==> config.mk <==
export PLATFORM = sky130hd
export DESIGN_NAME = lpr_reset_gen
export DESIGN_NICKNAME = d
export VERILOG_FILES = /design/src/rtl/lpr_pkg.sv /design/src/rtl/lpr_sync.sv /design/src/rtl/lpr_hold_timer.sv /design/src/rtl/lpr_recovery_timer.sv /design/src/rtl/lpr_reset_gen.sv
export SDC_FILE = /design/constraint.sdc
export NUM_CORES = 1
export LEC_CHECK = 0
export BUFFER_PORTS_ARGS = -buffer_cell sky130_fd_sc_hd__buf_2
export CAP_MARGIN = 40
export CORE_ASPECT_RATIO = 0.9
export CORE_MARGIN = 4
export CORE_UTILIZATION = 45
export DETAILED_ROUTE_END_ITERATION = 10
export PLACE_DENSITY_LB_ADDON = 0.25
export SLEW_MARGIN = 20
export SYNTH_ARGS = -nofsm -noshare
export SYNTH_HDL_FRONTEND = slang
export SYNTH_SLANG_ARGS = --single-unit
==> constraint.sdc <==
create_clock -name clk_i -period 2.21 [get_ports clk_i]
set_clock_uncertainty 0.1 [all_clocks]
set_input_delay 0.442 -clock clk_i [delete_from_list [all_inputs] [get_ports clk_i]]
set_output_delay 0.442 -clock clk_i [all_outputs]
set_load 0.05 [all_outputs]
==> src/rtl/lpr_pkg.sv <==
package lpr_pkg;

  // Hold-time select strap codes.
  typedef enum logic [1:0] {
    HOLD_SHORT    = 2'b00,
    HOLD_MID      = 2'b01,
    HOLD_LONG     = 2'b10,
    HOLD_LONG_ALT = 2'b11
  } hold_sel_e;

  localparam int unsigned SHORT_SEC = 2;
  localparam int unsigned MID_SEC   = 6;
  localparam int unsigned LONG_SEC  = 10;

  // Nominal recovery lengths in milliseconds for the two build options.
  localparam int unsigned REC_MS_SHORT = 210;
  localparam int unsigned REC_MS_LONG  = 360;

  function automatic int unsigned rec_ticks(input bit long_opt, input int unsigned tps);
    int unsigned t;
    t = ((long_opt ? REC_MS_LONG : REC_MS_SHORT) * tps) / 1000;
    return (t == 0) ? 1 : t;
  endfunction

endpackage

==> src/rtl/lpr_sync.sv <==
module lpr_sync #(
  parameter int unsigned     WIDTH   = 1,
  parameter logic [WIDTH-1:0] RST_VAL = '0
) (
  input  logic             clk_i,
  input  logic             rst_ni,
  input  logic [WIDTH-1:0] d_i,
  output logic [WIDTH-1:0] q_o
);

  for (genvar i = 0; i < WIDTH; i++) begin : g_bit
    logic meta_q;
    logic stab_q;
    always_ff @(posedge clk_i or negedge rst_ni) begin
      if (!rst_ni) begin
        meta_q <= RST_VAL[i];
        stab_q <= RST_VAL[i];
      end else begin
        meta_q <= d_i[i];
        stab_q <= meta_q;
      end
    end
    assign q_o[i] = stab_q;
  end

endmodule

==> src/rtl/lpr_hold_timer.sv <==
module lpr_hold_timer #(
  parameter int unsigned TICKS_PER_SEC = 1000
) (
  input  logic       clk_i,
  input  logic       rst_ni,
  input  logic       tick_i,
  input  logic       both_low_i,
  input  logic [1:0] sel_i,
  output logic       fire_o
);
  import lpr_pkg::*;

  localparam int unsigned LIM_SHORT = SHORT_SEC * TICKS_PER_SEC;
  localparam int unsigned LIM_MID   = MID_SEC * TICKS_PER_SEC;
  localparam int unsigned LIM_LONG  = LONG_SEC * TICKS_PER_SEC;
  localparam int unsigned CNT_W     = $clog2(LIM_LONG + 1);

  localparam logic [CNT_W-1:0] LAST_SHORT = CNT_W'(LIM_SHORT - 1);
  localparam logic [CNT_W-1:0] LAST_MID   = CNT_W'(LIM_MID - 1);
  localparam logic [CNT_W-1:0] LAST_LONG  = CNT_W'(LIM_LONG - 1);

  logic [CNT_W-1:0] cnt_q;
  logic [CNT_W-1:0] last_cnt;
  logic             lock_q;

  // Last count value before the hold time completes, per strap setting.
  always_comb begin
    unique case (hold_sel_e'(sel_i))
      HOLD_SHORT: last_cnt = LAST_SHORT;
      HOLD_MID:   last_cnt = LAST_MID;
      default:    last_cnt = LAST_LONG;
    endcase
  end

  // ">=" keeps a strap change during a press from stranding the count.
  assign fire_o = both_low_i & tick_i & ~lock_q & (cnt_q >= last_cnt);

  always_ff @(posedge clk_i or negedge rst_ni) begin
    if (!rst_ni) begin
      cnt_q  <= '0;
      lock_q <= 1'b0;
    end else if (!both_low_i) begin
      cnt_q  <= '0;
      lock_q <= 1'b0;
    end else if (fire_o) begin
      cnt_q  <= '0;
      lock_q <= 1'b1;
    end else if (tick_i && !lock_q) begin
      cnt_q  <= cnt_q + 1'b1;
    end
  end

endmodule

==> src/rtl/lpr_recovery_timer.sv <==
module lpr_recovery_timer #(
  parameter int unsigned TICKS_PER_SEC = 1000,
  parameter bit          LONG_TIMEOUT  = 1'b0
) (
  input  logic clk_i,
  input  logic rst_ni,
  input  logic tick_i,
  input  logic fire_i,
  input  logic uv_i,
  output logic active_o
);
  import lpr_pkg::*;

  localparam int unsigned REC   = rec_ticks(LONG_TIMEOUT, TICKS_PER_SEC);
  localparam int unsigned REM_W = $clog2(REC + 1);
  localparam logic [REM_W-1:0] REC_V = REM_W'(REC);

  logic [REM_W-1:0] rem_q;

  // Reset loads a full period so the block issues its own power-on pulse.
  always_ff @(posedge clk_i or negedge rst_ni) begin
    if (!rst_ni) begin
      rem_q <= REC_V;
    end else if (uv_i || fire_i) begin
      rem_q <= REC_V;
    end else if (tick_i && (rem_q != '0)) begin
      rem_q <= rem_q - 1'b1;
    end
  end

  assign active_o = (rem_q != '0);

endmodule

==> src/rtl/lpr_reset_gen.sv <==
module lpr_reset_gen #(
  parameter int unsigned TICKS_PER_SEC = 1000,
  parameter bit          LONG_TIMEOUT  = 1'b0
) (
  input  logic       clk_i,
  input  logic       rst_ni,
  input  logic       tick_i,
  input  logic       btn_a_ni,
  input  logic       btn_b_ni,
  input  logic [1:0] hold_sel_i,
  input  logic       uv_i,
  output logic       rst_pull_o
);

  localparam int unsigned NSYNC = 3;
  // Bit order {uv, btn_b, btn_a}: buttons idle released, flag idle clear.
  localparam logic [NSYNC-1:0] SYNC_RST = 3'b011;

  logic [NSYNC-1:0] sync_q;
  logic             both_low;
  logic             uv_sync;
  logic             hold_fire;
  logic             pull_active;

  lpr_sync #(
    .WIDTH   (NSYNC),
    .RST_VAL (SYNC_RST)
  ) i_sync (
    .clk_i  (clk_i),
    .rst_ni (rst_ni),
    .d_i    ({uv_i, btn_b_ni, btn_a_ni}),
    .q_o    (sync_q)
  );

  assign both_low = ~sync_q[0] & ~sync_q[1];
  assign uv_sync  = sync_q[2];

  lpr_hold_timer #(
    .TICKS_PER_SEC (TICKS_PER_SEC)
  ) i_hold (
    .clk_i      (clk_i),
    .rst_ni     (rst_ni),
    .tick_i     (tick_i),
    .both_low_i (both_low),
    .sel_i      (hold_sel_i),
    .fire_o     (hold_fire)
  );

  lpr_recovery_timer #(
    .TICKS_PER_SEC (TICKS_PER_SEC),
    .LONG_TIMEOUT  (LONG_TIMEOUT)
  ) i_rec (
    .clk_i    (clk_i),
    .rst_ni   (rst_ni),
    .tick_i   (tick_i),
    .fire_i   (hold_fire),
    .uv_i     (uv_sync),
    .active_o (pull_active)
  );

  assign rst_pull_o = pull_active;

endmodule

==> metrics.md <==
| Metric | Value |
|---|---|
| Max clock buf depth | 2 |
| Total CTS buffers | 5 |
| Power density cells | 606.4 nW/um2 |
| Compound-Gate Fraction of Synth Area | between 20% and 30% |
| Post-synth top area share | a little under a third |
| Gr busiest metal | met2 |
| CP endpoint | i_hold.cnt_q[13] |
| Max rail drop VDD | 353.7 uV |
| Worst hold path type | in -> async |
| Slew margin rel. | 55.81% |
| Input/output buffers | 8 |
| Fin cells | ~230 |
| First-pass GRT wire length | about 6.3 mm |
| P&R area growth vs syn | 23.30% |
| Post-Synthesis Cell Area | between 1500 and 2000 um2 |
| Die ar. | approximately 4700 um2 |
| Avg Vias per Cell | between 6 and 7 |
| Post-Syn Nets | about 180 |
| Synth Area in Adders | a little over 6% |
| Layout cell share with drive strength beyond 1 | 32.07% |
| Final total power | around 1.2 mW |
| Clk Latency, worst-skew pair | approximately 280 ps |
| Area leader, netlist | dfrtp_1 |
| Max_cap viols | 0 |
| Largest net degree at the start of global routing | 30 |
| Max Clk Rate | ~470 MHz |
| Worst hold slack | between 90 and 100 ps |
| DP Wirelength | ~2.6 mm |
| DRT Pass-1 Iters | 4 |
| Post-Synthesis Cells | about 160 |
| Slowest cell on crit path | or4_4 |
| Flops & latches, synth | 29 |
| Global route overflow | 0 |
| Outcome | finished, final reports clean |
| Sequential-to-total area share from yosys stat | around 44% |
| # hold bufs at CTS | 0 |
| Post-placement worst setup slack | -224.1 ps |
| Reg2reg end | i_hold.cnt_q[13] |
| Total I/O pin count | 9 |
| Area share of xor/xnor cells in the synthesized design | 4.766% |
| Finished Core Util | approximately three fifths |
| Worst EP arrival | around 2200 ps |
| Initial antenna violation count | 0 |
| Root Driver | clkbuf_8 |
| Setup Crit Path Kind | reg -> reg |
| CP required | about 2300 ps |
| GPL Wtd Cong | about 0.8 |
| Post-synthesis simple-gate area fraction | between 10% and 20% |
| Average size of a mapped cell | approximately 10 um2 |
| Synth cell types | between 40 and 50 |
| CP peak stage delay | roughly 550 ps |
| Fin. Hold Viols | 0 |
| Routed len/inst | about 16 um |
| Vias in the first global route | roughly 1.4k |
| Critical Path Start Type | register |
| CTS tree | done |
| Worst r2r src | i_hold.cnt_q[12] |
| Post-synthesis mux area share | 1.815% |
| CP Cell Sequence | ha_4 -> nand2_1 -> or4_4 -> a221oi_4 -> buf_6 -> a211oi_2 |
| All-Layer GR Usage | 17.14% |
| Register-to-Register Path Depth | 6 |
| Area contributors post-synth | dfrtp_1, dfstp_2, ha_1, a211oi_1, xnor2_1 |
| Met3 Use GR | ~4.1% |
| Number of synthesized flops with an enable pin | 0 |
| Met1 GRT Util | about a quarter |
| Final ANT Viol Nets | 0 |
| Final setup vio count | 0 |
| Final Max Slew Viols | 0 |
| Total length of routed wires | between 3 and 4 mm |
| Endpoint class of the critical path | register |
| Ys flop type | dfrtp_1 |
| Fill cells | approximately 320 |
| Crit path launch | i_hold.cnt_q[12] |
| Slew @ Worst Pin | about 660 ps |
| Vias post-DR | 1374 |
| Static leakage | 0.8174 nW |
| Post-route DRC violation count | 0 |
| Fin nets | just under 200 |
| Chip width | approximately 70 um |
| Clk sinks | 29 |
| Number of antenna diodes | 0 |
| Main combinational cell family by area after synthesis | compound AO/OA/AOI/OAI gates |
| Fin crit share | between 90 and 100% |
| Initial Utilization | 47.90% |
| Unrepaired setup endpoints after global routing | no |
| Grt met2 use | between 20% and 30% |
| Final setup margin | approximately 73 ps |
| Core area | around 3500 um2 |
| Iter 0 DRT Violations | 60 |
| Num rows | 20 |
| Yosys warning total | 0 |
| Reg-to-reg slack, setup | about 73 ps |
| Async set-reset flop share out of synthesis | 100.0% |
| Placed insts | about 220 |
| Die Ht | between 60 and 70 um |
| Max FO, Critical Path | 6 |
| CTS clk-pin slew, worst paths | 60 ps |
| H-tree levels | 2 |
| Tmin final | roughly 2100 ps |
-- Yosys cell counts (all sizes together), types with 2 or more instances --
cell and count:
a211oi 15, a21o 4, a21oi 5, a311oi 2, a31oi 2, buf 3, clkbuf 4, dfrtp 21
dfstp 8, ha 8, inv 6, mux2i 3, nand2 11, nand3 4, nand4 3, nor2 7
nor2b 3, nor3 7, o2111ai 2, o211ai 4, o21a 2, o21ai 2, o221ai 2, o31ai 5
or2 3, or3 3, or4 5, xnor2 7, xor2 2
-- per-layer routing --
metal | vias to the layer above | wire, um | part of all wire [%]
met5 | - | 0 | 0
met4 | 0 | 34 | 0.94
met3 | 4 | 193 | 5.3
met2 | 34 | 1645 | 45
met1 | 672 | 1757 | 48
li1 | 664 | - | -
-- timing repair --
action                     in CTS  in global routing
setup endpoints to repair       0                 18
gates resized for setup         0                 13
setup buffers                   0                  1
-- critical path: cells and delay by family (launching register included) --
kind / cells / cell delay (ps)
adder cells (fa/ha/maj): 1 / 280
flip-flops: 1 / 440
AO/OA/AOI/OAI: 2 / 410
AND/OR/NAND/NOR: 2 / 590
buffers and inverters: 1 / 190
-- power by group --
group	leakage, nW	internal, mW	switching [mW]	total [mW]
sequential	0.369	0.552	0.0120	0.564
clock	0.0574	0.366	0.204	0.570
combinational	0.391	0.0413	0.0608	0.102
-- flip-flops by register name, summed over array words and instances, names as in the netlist --
signal,flops
i_hold.lock_q,1
i_rec.rem_q,8
i_sync.g_bit.meta_q,3
i_sync.g_bit.stab_q,3
i_hold.cnt_q,14
-- cell families after synthesis --
| logic type | after synthesis |
|---|---|
| multiplexers | 3 |
| buffers and inverters | 14 |
| AND/OR/NAND/NOR | 51 |
| XOR/XNOR | 9 |
| adder cells (fa/ha/maj) | 8 |
| AO/OA/AOI/OAI | 48 |
| flip-flops | 29 |
-- worst min-delay path by stage --
stage,to,start,slack [ps],depth (start not counted)
4_1_cts,i_rec.rem_q[3],rst_ni,100,1
3_3_place_gp,i_sync.g_bit[2].stab_q,i_sync.g_bit[2].meta_q,240,0
5_1_grt,i_rec.rem_q[3],rst_ni,130,1
6_report,i_hold.cnt_q[13],rst_ni,90,1
3_5_place_dp,i_sync.g_bit[2].stab_q,i_sync.g_bit[2].meta_q,240,0
2_1_floorplan,i_hold.cnt_q[0],rst_ni,50,0
-- stage by stage --
step,cell area (um2),TNS (ps)
floorplan,1720,-715.4
global placement,1859,-3268
detailed placement,1859,-4049
CTS,1979,0
global route,2039,0
finish,2039,0
-- final cells by class --
cell class / instances / area, um2 / share of cell area [%]
Clock inverter: 2 / 37.54 / 1.840
Tap cell: 44 / 55.05 / 2.699
Sequential cell: 29 / 737.0 / 36.13
Inverter: 7 / 38.79 / 1.902
Clock buffer: 6 / 82.58 / 4.049
Timing Repair Buffer: 21 / 147.6 / 7.239
Multi-Input combinational cell: 119 / 940.9 / 46.13
-- cell usage in the layout (no fill, tap or decap), drive strengths merged, types with 5 or more instances in the layout --
cell    netlist  final
a211oi       15     15
o31ai         5      5
xnor2         7      7
nor3          7      7
nand2        11     11
a21oi         5      5
buf           3     20
inv           6      6
or4           5      5
clkbuf        4      7
dfstp         8      8
ha            8      8
nor2          7      7
dfrtp        21     21
Note: power is estimated with default switching activity, not from simulation.
